--- config.mk ---
export PLATFORM = sky130hd
export DESIGN_NAME = turn_route_sel
export DESIGN_NICKNAME = d
export VERILOG_FILES = /design/src/rtl/route_pkg.sv /design/src/rtl/rt_delta.sv /design/src/rtl/rt_turn_mask.sv /design/src/rtl/rt_pick.sv /design/src/rtl/turn_route_sel.sv
export SDC_FILE = /design/constraint.sdc
export NUM_CORES = 1
export LEC_CHECK = 0
export ABC_AREA = 1
export BUFFER_PORTS_ARGS = -buffer_cell sky130_fd_sc_hd__buf_2
export CAP_MARGIN = 20
export CORE_UTILIZATION = 35
export CTS_CLUSTER_DIAMETER = 40
export DETAILED_ROUTE_END_ITERATION = 12
export SYNTH_ARGS = -nofsm -noshare
export SYNTH_HDL_FRONTEND = slang
export SYNTH_SLANG_ARGS = --single-unit
--- constraint.sdc ---
create_clock -name clk -period 1 [get_ports clk]
set_clock_uncertainty 0.1 [all_clocks]
set_input_delay 0.1 -clock clk [delete_from_list [all_inputs] [get_ports clk]]
set_output_delay 0.1 -clock clk [all_outputs]
set_load 0.01 [all_outputs]
--- src/rtl/route_pkg.sv ---
package route_pkg;
    localparam int NUM_DIR = 4;
    localparam int PORT_W  = NUM_DIR + 1;

    // direction bit positions inside productive, legal and busy masks
    localparam int D_PX = 0;
    localparam int D_MX = 1;
    localparam int D_PY = 2;
    localparam int D_MY = 3;

    typedef enum logic [1:0] {
        POL_DIM_ORDER  = 2'd0,
        POL_WEST_FIRST = 2'd1,
        POL_NORTH_LAST = 2'd2,
        POL_NEG_FIRST  = 2'd3
    } policy_e;

    typedef struct packed {
        logic              valid;
        logic [PORT_W-1:0] port;
    } sel_state_t;
endpackage

--- src/rtl/rt_delta.sv ---
module rt_delta
    import route_pkg::*;
#(
    parameter int COORD_W = 4
) (
    input  logic [COORD_W-1:0] cur_x,
    input  logic [COORD_W-1:0] cur_y,
    input  logic [COORD_W-1:0] dst_x,
    input  logic [COORD_W-1:0] dst_y,
    output logic [NUM_DIR-1:0] prod,
    output logic               at_dest
);
    localparam int NUM_AXES = NUM_DIR / 2;

    logic [COORD_W-1:0] here  [NUM_AXES];
    logic [COORD_W-1:0] there [NUM_AXES];

    assign here[0]  = cur_x;
    assign here[1]  = cur_y;
    assign there[0] = dst_x;
    assign there[1] = dst_y;

    // per axis: even bit is the plus direction, odd bit the minus one
    for (genvar a = 0; a < NUM_AXES; a++) begin : g_axis
        assign prod[2*a]   = there[a] > here[a];
        assign prod[2*a+1] = there[a] < here[a];
    end

    assign at_dest = ~|prod;
endmodule

--- src/rtl/rt_turn_mask.sv ---
module rt_turn_mask
    import route_pkg::*;
(
    input  policy_e            policy,
    input  logic [NUM_DIR-1:0] prod,
    output logic [NUM_DIR-1:0] legal
);
    localparam logic [NUM_DIR-1:0] X_DIRS   = (NUM_DIR'(1) << D_PX) | (NUM_DIR'(1) << D_MX);
    localparam logic [NUM_DIR-1:0] NEG_DIRS = (NUM_DIR'(1) << D_MX) | (NUM_DIR'(1) << D_MY);
    localparam logic [NUM_DIR-1:0] NORTH    = NUM_DIR'(1) << D_PY;
    localparam logic [NUM_DIR-1:0] WEST     = NUM_DIR'(1) << D_MX;

    logic x_left;
    logic [NUM_DIR-1:0] neg_left;

    always_comb begin
        x_left   = |(prod & X_DIRS);
        neg_left = prod & NEG_DIRS;
        legal    = prod;
        unique case (policy)
            POL_DIM_ORDER: begin
                if (x_left) legal = prod & X_DIRS;
            end
            POL_WEST_FIRST: begin
                if (prod[D_MX]) legal = WEST;
            end
            POL_NORTH_LAST: begin
                if (prod[D_PY] && x_left) legal = prod & ~NORTH;
            end
            POL_NEG_FIRST: begin
                if (|neg_left) legal = neg_left;
            end
            default: legal = prod;
        endcase
    end
endmodule

--- src/rtl/rt_pick.sv ---
module rt_pick
    import route_pkg::*;
(
    input  logic [NUM_DIR-1:0] legal,
    input  logic [NUM_DIR-1:0] busy,
    input  logic               at_dest,
    output logic [PORT_W-1:0]  port
);
    logic [NUM_DIR-1:0] free;
    logic [NUM_DIR-1:0] pool;
    logic [NUM_DIR-1:0] first;
    logic               taken;

    always_comb begin
        free  = legal & ~busy;
        pool  = (|free) ? free : legal;
        first = '0;
        taken = 1'b0;
        // lower index first: x directions precede y directions
        for (int i = 0; i < NUM_DIR; i++) begin
            if (pool[i] && !taken) begin
                first[i] = 1'b1;
                taken    = 1'b1;
            end
        end
        port = at_dest ? PORT_W'(1) : {first, 1'b0};
    end
endmodule

--- src/rtl/turn_route_sel.sv ---
module turn_route_sel
    import route_pkg::*;
#(
    parameter int COORD_W = 4
) (
    input  logic               clk,
    input  logic               rst_n,
    input  logic               in_valid,
    input  logic [COORD_W-1:0] cur_x,
    input  logic [COORD_W-1:0] cur_y,
    input  logic [COORD_W-1:0] dst_x,
    input  logic [COORD_W-1:0] dst_y,
    input  logic [1:0]         policy,
    input  logic [3:0]         link_busy,
    output logic               out_valid,
    output logic [4:0]         out_port
);
    logic [NUM_DIR-1:0] prod_w;
    logic [NUM_DIR-1:0] legal_w;
    logic [PORT_W-1:0]  pick_w;
    logic               at_dest_w;
    sel_state_t         st_d, st_q;

    rt_delta #(.COORD_W(COORD_W)) u_delta (
        .cur_x   (cur_x),
        .cur_y   (cur_y),
        .dst_x   (dst_x),
        .dst_y   (dst_y),
        .prod    (prod_w),
        .at_dest (at_dest_w)
    );

    rt_turn_mask u_mask (
        .policy (policy_e'(policy)),
        .prod   (prod_w),
        .legal  (legal_w)
    );

    rt_pick u_pick (
        .legal   (legal_w),
        .busy    (link_busy),
        .at_dest (at_dest_w),
        .port    (pick_w)
    );

    always_comb begin
        st_d       = st_q;
        st_d.valid = in_valid;
        st_d.port  = in_valid ? pick_w : '0;
    end

    always_ff @(posedge clk or negedge rst_n) begin
        if (!rst_n) st_q <= '0;
        else        st_q <= st_d;
    end

    assign out_valid = st_q.valid;
    assign out_port  = st_q.port;
endmodule

Yosys cells after proc, flatten, opt, wreduce, memory -nomap -nowiden
Cells that the tools add are included.
{"block": "op_classes", "n_addsub": 0, "mul": 0, "div": 0, "order_cmp": 4, "n_eq_ne": 3, "shifts": 0, "mux": 14, "bitwise": 2, "reduce_logical": 12}
{"cell": "4-bit case mux with 4 select lines", "n": 1}
{"cell": "4-bit 2-to-1 mux", "n": 3}
{"cell": "5-bit 2-to-1 mux", "n": 2}
{"cell": "4-bit > comparator", "n": 2}
{"cell": "4-bit less-than comparator", "n": 2}
{"cell": "4-bit OR reduction", "n": 2}
{"cell": "1-bit 2-to-1 mux", "n": 6}
{"cell": "3-bit 2-to-1 mux", "n": 2}
{"cell": "4-bit bitwise AND", "n": 1}
{"cell": "2-bit equality test (second input constant)", "n": 2}
{"cell": "1-bit logical AND", "n": 4}
{"cell": "4-bit NOT", "n": 1}
{"cell": "2-bit OR reduction", "n": 2}
{"cell": "1-bit zero test", "n": 3}
{"cell": "2-bit by 1-bit equality test with 1-bit output (second input constant)", "n": 1}
{"cell": "2-bit zero test", "n": 1}
{"block": "word_totals", "register_bits": 6, "latch_bits": 0, "ram_bits": 0, "romBits": 0, "in_bits": 25, "output_inout_bits": 6, "mem_count": 0}

Depth between registers and ports, before layout
{"block": "logic_depth", "depth_word": 20, "ltp_mapped": 15, "ltp_nobuf": 15}

Modules after synthesis
From an unflattened synthesis, not the netlist that was laid out.
{"block": "unflattened", "cells_unflattened": 111, "area_unflattened_um2": 721.9}
{"mod": "rt_delta", "instances": 1, "cells_each": 44, "area_each_um2": 266.5, "seq_area_each_um2": 0.0}
{"mod": "rt_pick", "instances": 1, "cells_each": 33, "area_each_um2": 191.4, "seq_area_each_um2": 0.0}
{"mod": "turn_route_sel", "instances": 1, "cells_each": 16, "area_each_um2": 187.7, "seq_area_each_um2": 150.1}
{"mod": "rt_turn_mask", "instances": 1, "cells_each": 18, "area_each_um2": 76.3, "seq_area_each_um2": 0.0}

Worst setup path before layout
OpenSTA, ideal clock, no wires.
{"block": "synth_timing", "kind": "input-to-reg", "from": "in cur_y[3]", "to": "reg st_q (netlist bit out_port[4])", "setup_ns": 0.119, "arrival_time_ns": 1.268, "t_required_ns": 0.781, "setup_slack_ns": -0.486, "cell_stages": 12, "path_buffers": 0, "cell_sequence": "inv_1 -> ha_1 -> nand2_1 -> inv_2 -> nand2_4 -> nand3b_1 -> nand3_1 -> nand2_1 -> o21bai_1 -> nand2_2 -> nand2_2 -> nor2_1"}
{"item": "start, declared", "line_no": "turn_route_sel.sv:10", "text": "input logic [COORD_W-1:0] cur_y,"}
{"item": "end signal, assigned", "line_no": "turn_route_sel.sv:54", "text": "else st_q <= st_d;"}
{"item": "end, declared", "line_no": "turn_route_sel.sv:22", "text": "sel_state_t st_d, st_q;"}

==> reports/qor.csv <==
stage,metric,value,unit
synthesis,#FFs+latches synth,6,
global_route,first-pass GRT wire length,2190,µm
synthesis,Synth Area per Inst,7.14,µm²
timing,Hold Fails Final Rpt,0,
finish,share of layout cells above drive strength 1,0.664,
timing,Slew @ Worst Pin,0.197,ns
finish,Multi-input gate area,592,µm²
setup_path,crit path buf inv count,1,
setup_path,Crit path largest cell delay,0.25,ns
status,outcome,finished with violations,
finish,# fillers,158,
global_route,largest net degree at the start of global routing,7,
clock_tree,CTS tree,built,
floorplan,Initial Util,0.381,
placed_design,RePlAce Congestion,0.719,
synthesis,count of unique library cells instantiated by Yosys,20,
worst_hold_path,WHS Endpoint,out_port[0],
setup_path,WP depth,12,
timing,final worst slack,-0.323,ns
global_route,vias in the first global route,595,
floorplan,core box area,0.00175,mm²
detailed_routing,final antenna-violating net count,0,
clock_tree,CTS root buf,clkbuf_4,
finish,most frequent cells in the layout,"buf_2, inv_1, inv_2, nand2_2, buf_4",
detailed_routing,vias per cell,4.19,
clock_tree,clock sinks,6,
setup_path,critical path data arrival time,1.35,ns
setup_path,crit-path max FO,3,
timing,Max Fclk,0.756,GHz
synthesis,Synth Cell Area,664,µm²
finish,ANT cells,0,
setup_path,Worst Setup End Kind,flip-flop,
clock_tree,clk buf depth,2,
floorplan,DIE AREA,0.00208,mm²
placed_design,I/O Buffers,30,
pwr,worst vdd ir,0.392,mV
setup_path,CP top delay family,simple AND/OR/NAND/NOR gates,
finish,"commonest non-fill, non-tap cell in the layout",buf_2,
worst_hold_path,class of the worst hold path,primary input to flip-flop,
timing,"Period Utilization, post-route",1.32,
synthesis,Mapped Nets,126,
placed_design,post-detail-place hpwl,1080,µm
finish,FF+latch area,150,µm²
placed_design,pre-CTS WS,-0.612,ns
detailed_routing,vias,678,
floorplan,die width,45.6,µm
pwr,total power draw,1.00,mW
finish,area added between synthesis and finish,73.1,%
synthesis,Synth Warn #,0,
timing,Rel. slew slack,0.869,
detailed_routing,DRT iter0 DRCs,5,
setup_path,CP Launch Type,primary input,
setup_path,"Critical Path, Cell by Cell","buf_6, ha_4, a21oi_4, nand2_4, nand2_2, nand2_2, nand3_4, nand2_2, o21bai_1, nand2_2, nand2_2, nor2_1",
floorplan,row count,15,
detailed_routing,Post-Route WL,1310,µm
global_route,All-Layer GR Usage,0.144,
timing,RSZ-0062 raised after global routing,yes,
timing,Final Critical Period,1.32,ns
worst_hold_path,Worst Min Path Start,in_valid,
pwr,P per Cell Area,871,mW/mm²
global_route,antenna violations before repair,0,
status,violated checks,setup timing,
clock_tree,CTS buffer count,3,
detailed_routing,routed len/inst,8.07,µm
synthesis,Post-Syn Instances,93,
clock_tree,htree depth,1,
finish,Nets,172,
clock_tree,Worst-path clk slew,0.04,ns
worst_hold_path,Hold Path Cell Cnt,3,
timing,WHS,0.0577,ns
run,number of max-cap violations,0,
detailed_routing,drt drc,0,
floorplan,Ports,31,
setup_path,CP max stage cell,ha_4,
global_route,total grt overflow,0,
timing,# setup viols final,5,
setup_path,kind of critical path,primary input to flip-flop,
detailed_routing,drt pass-1 iters,3,
setup_path,cell mode on critical path,nand2_2,
timing,final count of pins violating max slew,0,
synthesis,post-synthesis sequential area ratio,0.226,
pwr,Leak,0.642,nW
setup_path,Required @ worst endpoint,1.02,ns
floorplan,die height,45.6,µm
cell usage after synthesis:
cell type  count  area (µm²)
a21oi_1        1        5.00
a21oi_2        2        17.5
a21oi_4        2        32.5
dfrtp_1        6         150
ha_1           8         100
inv_1         25        93.8
inv_2          2        7.51
nand2_1       16        60.1
nand2_2        6        37.5
nand2_4        2        22.5
nand3_1        3        15.0
nand3_2        3        30.0
nand3b_1       1        7.51
nand4_1        1        6.26
nor2_1         7        26.3
nor2_2         3        18.8
nor2_4         1        11.3
o21ai_0        2        10.0
o21ai_1        1        5.00
o21bai_1       1        7.51
metrics by stage:
step           instance area (µm²)  utilization  TNS, ns  instances
6_report                      1150        0.659    -1.22        162
5_1_grt                       1150        0.659    -1.66        162
4_1_cts                       1120        0.639    -1.19        161
3_5_place_dp                  1020        0.585    -2.69        154
3_3_place_gp                  1020        0.585    -2.67        154
2_1_floorplan                  795            -    -1.41         93
layout make-up:
type	instances	area share
repair buffers	41	0.218
flip-flops and latches	6	0.131
well taps	25	0.0272
clock buffers	3	0.0196
inverters	27	0.0903
multi-input cells	60	0.515
logic make-up after synthesis:
| logic type | count (synthesis) | synth area share |
|---|---|---|
| compound gates | 9 | 0.117 |
| fa+ha+maj | 8 | 0.151 |
| buf+inv | 27 | 0.153 |
| flops | 6 | 0.226 |
| simple gates | 43 | 0.354 |
sequential cells by signal (all words and copies together), names as in the netlist:
name	count
out_port	5
out_valid	1
timing repair:
action                     CTS  global route
hold endpoints to repair     7             0
hold buffers                 2             0
resized for setup           12             5
cloned                       0             0
pin swaps                   17            13
buffers inserted             2             1
setup endpoints to repair    5             5
layer usage:
metal  track usage  part of all wire
met5             0                 0
met3        0.0119             0.045
met2         0.269              0.56
met4        0.0727            0.0046
met1         0.160              0.39
worst max path at each step:
stage | slack [ns] | endpoint | from
2_1_floorplan | -0.39 | out_port[4] | dst_x[3]
3_3_place_gp | -0.62 | out_port[4] | dst_x[3]
3_5_place_dp | -0.61 | out_port[4] | dst_x[3]
4_1_cts | -0.30 | out_port[4] | cur_x[3]
5_1_grt | -0.41 | out_port[3] | cur_x[3]
6_report | -0.32 | out_port[4] | dst_x[3]
power by group:
part	total (mW)	switching, mW	internal (mW)
Sequential	0.262	0.00247	0.259
Clock	0.210	0.0747	0.135
Combinational	0.530	0.276	0.254
No activity file was read; power rests on OpenSTA's default activity.
